### src/rtl/rrt_pkg.sv
package rrt_pkg;
  // bit positions of the one-hot port vectors
  localparam int P_LOC = 0;
  localparam int P_CW  = 1;
  localparam int P_CCW = 2;
  localparam int P_ACR = 3;
  localparam int NPORT = 4;

  typedef logic [NPORT-1:0] portvec_t;

  function automatic portvec_t port_bit(input int idx);
    portvec_t v;
    v = '0;
    v[idx] = 1'b1;
    return v;
  endfunction
endpackage

### src/rtl/rrt_reldist.sv
module rrt_reldist #(
  parameter int N = 4,
  localparam int NODES = 4 * N,
  localparam int IDW = $clog2(NODES)
) (
  input  logic [IDW-1:0] cur,
  input  logic [IDW-1:0] dst,
  output logic [IDW-1:0] rel,
  output logic           bad
);
  localparam logic [IDW:0] NODES_W = (IDW+1)'(NODES);

  logic [IDW:0] cur_w, dst_w, diff;

  assign cur_w = {1'b0, cur};
  assign dst_w = {1'b0, dst};

  always_comb begin
    if (dst_w >= cur_w) diff = dst_w - cur_w;
    else                diff = dst_w + NODES_W - cur_w;
  end

  assign rel = diff[IDW-1:0];
  assign bad = (cur_w >= NODES_W) || (dst_w >= NODES_W);
endmodule

### src/rtl/rrt_decide.sv
module rrt_decide
  import rrt_pkg::*;
#(
  parameter int N = 4,
  localparam int NODES = 4 * N,
  localparam int IDW = $clog2(NODES)
) (
  input  logic [IDW-1:0] rel,
  input  logic           bad,
  output portvec_t       port
);
  localparam logic [IDW:0] LIM_CW  = (IDW+1)'(N);
  localparam logic [IDW:0] LIM_CCW = (IDW+1)'(3 * N);

  logic [IDW:0] rel_w;
  assign rel_w = {1'b0, rel};

  always_comb begin
    if (bad)                  port = '0;
    else if (rel_w == '0)     port = port_bit(P_LOC);
    else if (rel_w <= LIM_CW) port = port_bit(P_CW);
    else if (rel_w >= LIM_CCW) port = port_bit(P_CCW);
    else                      port = port_bit(P_ACR);
  end
endmodule

### src/rtl/rrt_neighbor.sv
module rrt_neighbor
  import rrt_pkg::*;
#(
  parameter int N = 4,
  localparam int NODES = 4 * N,
  localparam int IDW = $clog2(NODES),
  localparam bit POW2 = ((NODES & (NODES - 1)) == 0)
) (
  input  logic [IDW-1:0] cur,
  input  portvec_t       port,
  output logic [IDW-1:0] next,
  output portvec_t       arrive
);
  localparam logic [IDW-1:0] HALF_ID = IDW'(2 * N);
  localparam logic [IDW-1:0] LAST_ID = IDW'(NODES - 1);
  localparam logic [IDW-1:0] ONE_ID  = IDW'(1);

  logic [IDW-1:0] step_cw, step_ccw, step_acr;

  generate
    if (POW2) begin : g_pow2
      // identifier space is exactly the ring: natural wrap
      assign step_cw  = cur + ONE_ID;
      assign step_ccw = cur - ONE_ID;
      assign step_acr = cur + HALF_ID;
    end else begin : g_gen
      assign step_cw  = (cur == LAST_ID) ? '0 : cur + ONE_ID;
      assign step_ccw = (cur == '0) ? LAST_ID : cur - ONE_ID;
      assign step_acr = (cur >= HALF_ID) ? cur - HALF_ID : cur + HALF_ID;
    end
  endgenerate

  always_comb begin
    next   = '0;
    arrive = '0;
    if (port[P_LOC]) begin
      next   = cur;
      arrive = port_bit(P_LOC);
    end else if (port[P_CW]) begin
      next   = step_cw;
      arrive = port_bit(P_CCW);
    end else if (port[P_CCW]) begin
      next   = step_ccw;
      arrive = port_bit(P_CW);
    end else if (port[P_ACR]) begin
      next   = step_acr;
      arrive = port_bit(P_ACR);
    end
  end
endmodule

### src/rtl/ring_route_unit.sv
module ring_route_unit
  import rrt_pkg::*;
#(
  parameter int N = 4,
  localparam int NODES = 4 * N,
  localparam int IDW = $clog2(NODES)
) (
  input  logic           clk,
  input  logic           rst_n,
  input  logic           in_valid,
  output logic           in_ready,
  input  logic [IDW-1:0] in_cur,
  input  logic [IDW-1:0] in_dst,
  output logic           out_valid,
  input  logic           out_ready,
  output logic [3:0]     out_port,
  output logic [IDW-1:0] out_next,
  output logic [3:0]     out_arrive,
  output logic           out_err
);
  logic [IDW-1:0] rel_c, next_c;
  logic           bad_c;
  portvec_t       port_c, arr_c;

  rrt_reldist #(.N(N)) u_rel (
    .cur (in_cur),
    .dst (in_dst),
    .rel (rel_c),
    .bad (bad_c)
  );

  rrt_decide #(.N(N)) u_dec (
    .rel  (rel_c),
    .bad  (bad_c),
    .port (port_c)
  );

  rrt_neighbor #(.N(N)) u_nbr (
    .cur    (in_cur),
    .port   (port_c),
    .next   (next_c),
    .arrive (arr_c)
  );

  assign in_ready = !out_valid || out_ready;

  always_ff @(posedge clk) begin
    if (!rst_n) begin
      out_valid  <= 1'b0;
      out_port   <= '0;
      out_next   <= '0;
      out_arrive <= '0;
      out_err    <= 1'b0;
    end else if (in_ready) begin
      out_valid <= in_valid;
      if (in_valid) begin
        out_port   <= port_c;
        out_next   <= next_c;
        out_arrive <= arr_c;
        out_err    <= bad_c;
      end
    end
  end

  AST_HOLD_STALL: assert property (@(posedge clk) disable iff (!rst_n)
    out_valid && !out_ready |=> out_valid && $stable(out_port) && $stable(out_next)
      && $stable(out_arrive) && $stable(out_err));
  AST_TAKE_NEXT: assert property (@(posedge clk) disable iff (!rst_n)
    in_valid && in_ready |=> out_valid);
  AST_DRAIN_EMPTY: assert property (@(posedge clk) disable iff (!rst_n)
    out_valid && out_ready && !in_valid |=> !out_valid);
  AST_ONE_PORT: assert property (@(posedge clk) disable iff (!rst_n)
    out_valid && !out_err |-> $countones(out_port) == 1);
  AST_ERR_SILENT: assert property (@(posedge clk) disable iff (!rst_n)
    out_valid && out_err |-> out_port == '0 && out_arrive == '0);
  AST_LOCAL_SELF: assert property (@(posedge clk) disable iff (!rst_n)
    out_valid && out_port[P_LOC] |-> out_arrive[P_LOC]);
  AST_CW_ENTRY: assert property (@(posedge clk) disable iff (!rst_n)
    out_valid && out_port[P_CW] |-> out_arrive[P_CCW]);
  AST_CCW_ENTRY: assert property (@(posedge clk) disable iff (!rst_n)
    out_valid && out_port[P_CCW] |-> out_arrive[P_CW]);
  AST_ACR_ENTRY: assert property (@(posedge clk) disable iff (!rst_n)
    out_valid && out_port[P_ACR] |-> out_arrive[P_ACR]);
endmodule

### config.mk
export PLATFORM = sky130hd
export DESIGN_NAME = ring_route_unit
export DESIGN_NICKNAME = d
export VERILOG_FILES = /design/src/rtl/rrt_pkg.sv /design/src/rtl/rrt_reldist.sv /design/src/rtl/rrt_decide.sv /design/src/rtl/rrt_neighbor.sv /design/src/rtl/ring_route_unit.sv
export SDC_FILE = /design/constraint.sdc
export NUM_CORES = 1
export LEC_CHECK = 0
export BUFFER_PORTS_ARGS = -buffer_cell sky130_fd_sc_hd__buf_2
export CAP_MARGIN = 0
export CORE_MARGIN = 3
export CORE_UTILIZATION = 49
export CTS_BUF_LIST = sky130_fd_sc_hd__clkbuf_4 sky130_fd_sc_hd__clkbuf_8
export CTS_CLUSTER_DIAMETER = 150
export DETAILED_ROUTE_END_ITERATION = 12
export HOLD_SLACK_MARGIN = 0.1
export PLACE_DENSITY = 0.9
export SETUP_SLACK_MARGIN = 0.15
export SKIP_LAST_GASP = 1
export SLEW_MARGIN = 20
export SYNTH_ARGS = -nofsm -noshare
export SYNTH_HDL_FRONTEND = slang
export SYNTH_HIERARCHICAL = 1
export SYNTH_SLANG_ARGS = --single-unit
### constraint.sdc
create_clock -name clk -period 3.1 [get_ports clk]
set_input_delay 0.775 -clock clk [delete_from_list [all_inputs] [get_ports clk]]
set_output_delay 0.775 -clock clk [all_outputs]
set_load 0.01 [all_outputs]
==> reports/results.tsv <==
metric	value	unit
Die ar.	2720	sq um
Detailed Routing Iterations Pass 1	4	
Finished Core Util	0.645	
final net count	173	
RSZ-0062 raised after global routing	true	
Die Span X	52.2	um
via count	929	
crit path max-delay cell type	ha_1	
P_leak	0.000604	uW
Mapped Nets	142	
Post-Route WL	2.22	mm
post-synthesis cell type count	36	
hpwl dp	1.76	mm
clock tree from TritonCTS	done	
Initial Utilization	0.527	
CTS Buffer Depth	2	
first-pass GRT wire length	3.64	mm
post-route minimum period	2850	ps
Clock Tree Root	clkbuf_4	
Clock power frac	0.195	
largest cells by area after synthesis	dfxtp_1 27%, mux2i_1 13%, nand2_1 11%	
PortBufs	26	
area leader, netlist	dfxtp_1	
total gr overflow	0	
sw frac	0.335	
critical path peak fanout	5	
Total GRT Usage	0.176	
Starting DRT DRC Count	10	
number of diodes	0	
final cell count without fillers	180	
Internal	331	uW
worst r2r src	out_valid	
asr flop ratio synth	0	
clock transition at the registers of the reported paths	80	ps
number of synthesized flops with an enable pin	0	
post-synth top area share	0.268	
H-tree Lvls	1	
maxcap violations	0	
core area	1980	sq um
WHS Path Cells	2	
FF+latch count, synth	14	
Worst R2R Path Depth	3	
global placement routability congestion	0.829	
status	completed	
Synth Cell Area	1040	sq um
Final Setup Violations	0	
vias in the first global route	932	
Final Cycle Share	0.918	
Setup crit end kind	flop	
clk_skew	2.57	ps
Syn-to-layout area delta	22.3	%
hold crit path type	flop to flop	
Vias/cell	5.16	
Seq/Total Area, Yosys	0.268	
row count	16	
Final Hold Viols	0	
share of layout cells above drive strength 1	0.366	
cts bufs inserted	3	
Flop pwr share	0.396	
worst hold start	out_next[2]	
slowest stage delay, CP	340	ps
Synth Instances	124	
FF-to-FF setup slack	2100	ps
Worst R2R End	out_arrive[3]	
CP Launch Type	input pin	
Final Max Tran Viols	0	
Synth Flop Type	dfxtp_1	
synth warn	6	
wire per inst	12.4	um
CP cell instances	buf_2, inv_1, ha_1, nor2b_1, a221oi_2, xnor2_2, nand2_1, nor2_2, nand2b_2, nor4_4, a2111oi_4, nor3_2, nand2_1, mux2i_1	
post-route cell area	1280	sq um
DRC errors left	0	
top-level port count	27	
worst skew pair latency	270	ps
CP Data Arrival Time	3060	ps
Gate power share	0.409	
pin count of the biggest net entering global routing	28	
post-route ant nets	0	
Max VDD drop	0.000230	V
Max Clock Freq	351	MHz
Cell Area, Placed	1190	sq um
hold endpoint	out_next[2]	
placed insts	176	
clock sinks	14	
cell repeated most along the worst path	nand2_1	
die height	52.2	um
net switching power figure	167	uW
PD cells	390	nW/um^2
CP Data Required Time	3310	ps
Mapped Avg Cell Area	8.43	sq um
crit path kind	input pin to flop	
initial antenna violation count	0	
worst hold slack	458	ps
-- cells in the final DEF (no fill, tap or decap), drive strengths merged, types with 2 or more instances in the layout --
cell    netlist  layout
ha            5       5
nor2          3       3
nor4          2       2
buf           7      35
xnor2         4       4
nand2        31      31
inv          10      10
mux2i        14      14
and2          2       2
dfxtp        14      14
nor2b         2       2
nand2b        5       5
a21oi         3       3
o21ai         2       2
clkbuf        2       3
o31ai         3       3
nor3          3       3
-- synth_stat cells, types with 2 or more instances --
cell	number
ha_1	5
nor2b_1	2
buf_2	2
nor3_2	2
inv_1	10
o21ai_1	2
nand2_1	31
buf_4	2
dfxtp_1	14
nand2b_1	4
o31ai_1	3
nor2_1	2
nor4_2	2
a21oi_1	3
buf_6	2
clkbuf_1	2
mux2i_1	14
xnor2_1	4
-- state kept, by name, indices dropped and copies added, names as in the netlist --
register,cells
out_arrive,4
out_err,1
out_next,4
out_port,4
out_valid,1
-- worst max path at each step --
stage                   start          end  slack, ps  cells past startpoint
floorplan           in_dst[0]  out_next[3]        180                     13
global placement    in_cur[0]  out_next[3]          3                     13
detailed placement  in_cur[2]  out_next[3]       -110                     14
CTS                 in_cur[2]  out_next[3]        170                     14
global route        in_dst[0]  out_next[3]         90                     15
finish              in_cur[2]  out_next[3]        250                     14
-- cell families (layout without fill, tap and decap cells) --
family / after synthesis / in the layout / share of synthesized area
mux: 14 / 14 / 0.134
buf+inv: 19 / 48 / 0.108
simple gates: 52 / 52 / 0.269
other cells: 1 / 1 / 0.00359
fa+ha+maj: 6 / 6 / 0.0790
compound gates: 14 / 14 / 0.104
flops: 14 / 14 / 0.268
xor+xnor: 4 / 4 / 0.0335
-- layer usage --
metal	vias to the layer above	GRT usage	share of wire
met5	-	0	0
met4	0	0.0979	0.013
met3	4	0.0199	0.038
met2	33	0.339	0.55
met1	427	0.180	0.40
li1	465	-	-
-- through the flow --
stage / setup TNS, ps / setup WS, ps / power [uW]
after floorplan: 0 / 183 / 336
after global placement: 0 / 2.83 / 373
after detailed placement: -169 / -108 / 385
after CTS: 0 / 172 / 479
after global routing: 0 / 90.1 / 529
final: 0 / 253 / 498
-- final cells by class --
type / instances / area (sq um)
tap: 27 / 33.8
inverter: 10 / 37.5
sequential: 14 / 280
clock buffer: 3 / 22.5
multi-input combinational: 91 / 702
timing repair buffer: 35 / 201
fill: 156 / 704
-- power by group through the flow --
stage / Sequential (uW) / Clock (uW) / Combinational, uW
3_5_place_dp: 202 / 0 / 183
6_report: 197 / 97.0 / 203
5_1_grt: 199 / 107 / 223
3_3_place_gp: 201 / 0 / 173
4_1_cts: 197 / 98.6 / 183
2_1_floorplan: 207 / 0 / 129
-- repair_timing --
action                     4_1_cts  5_1_grt
hold buffers                     0        0
setup endpoints to repair        0        4
gates resized for setup          0        9
setup buffers                    0        1
-- worst max-delay path: cells and delay by family --
kind            cells  cell delay [ps]
compound gates      2              390
xor+xnor            1              200
fa+ha+maj           1              340
buf+inv             2              130
mux                 1              120
simple gates        7             1090
Note: power is estimated with default switching activity, not from simulation.
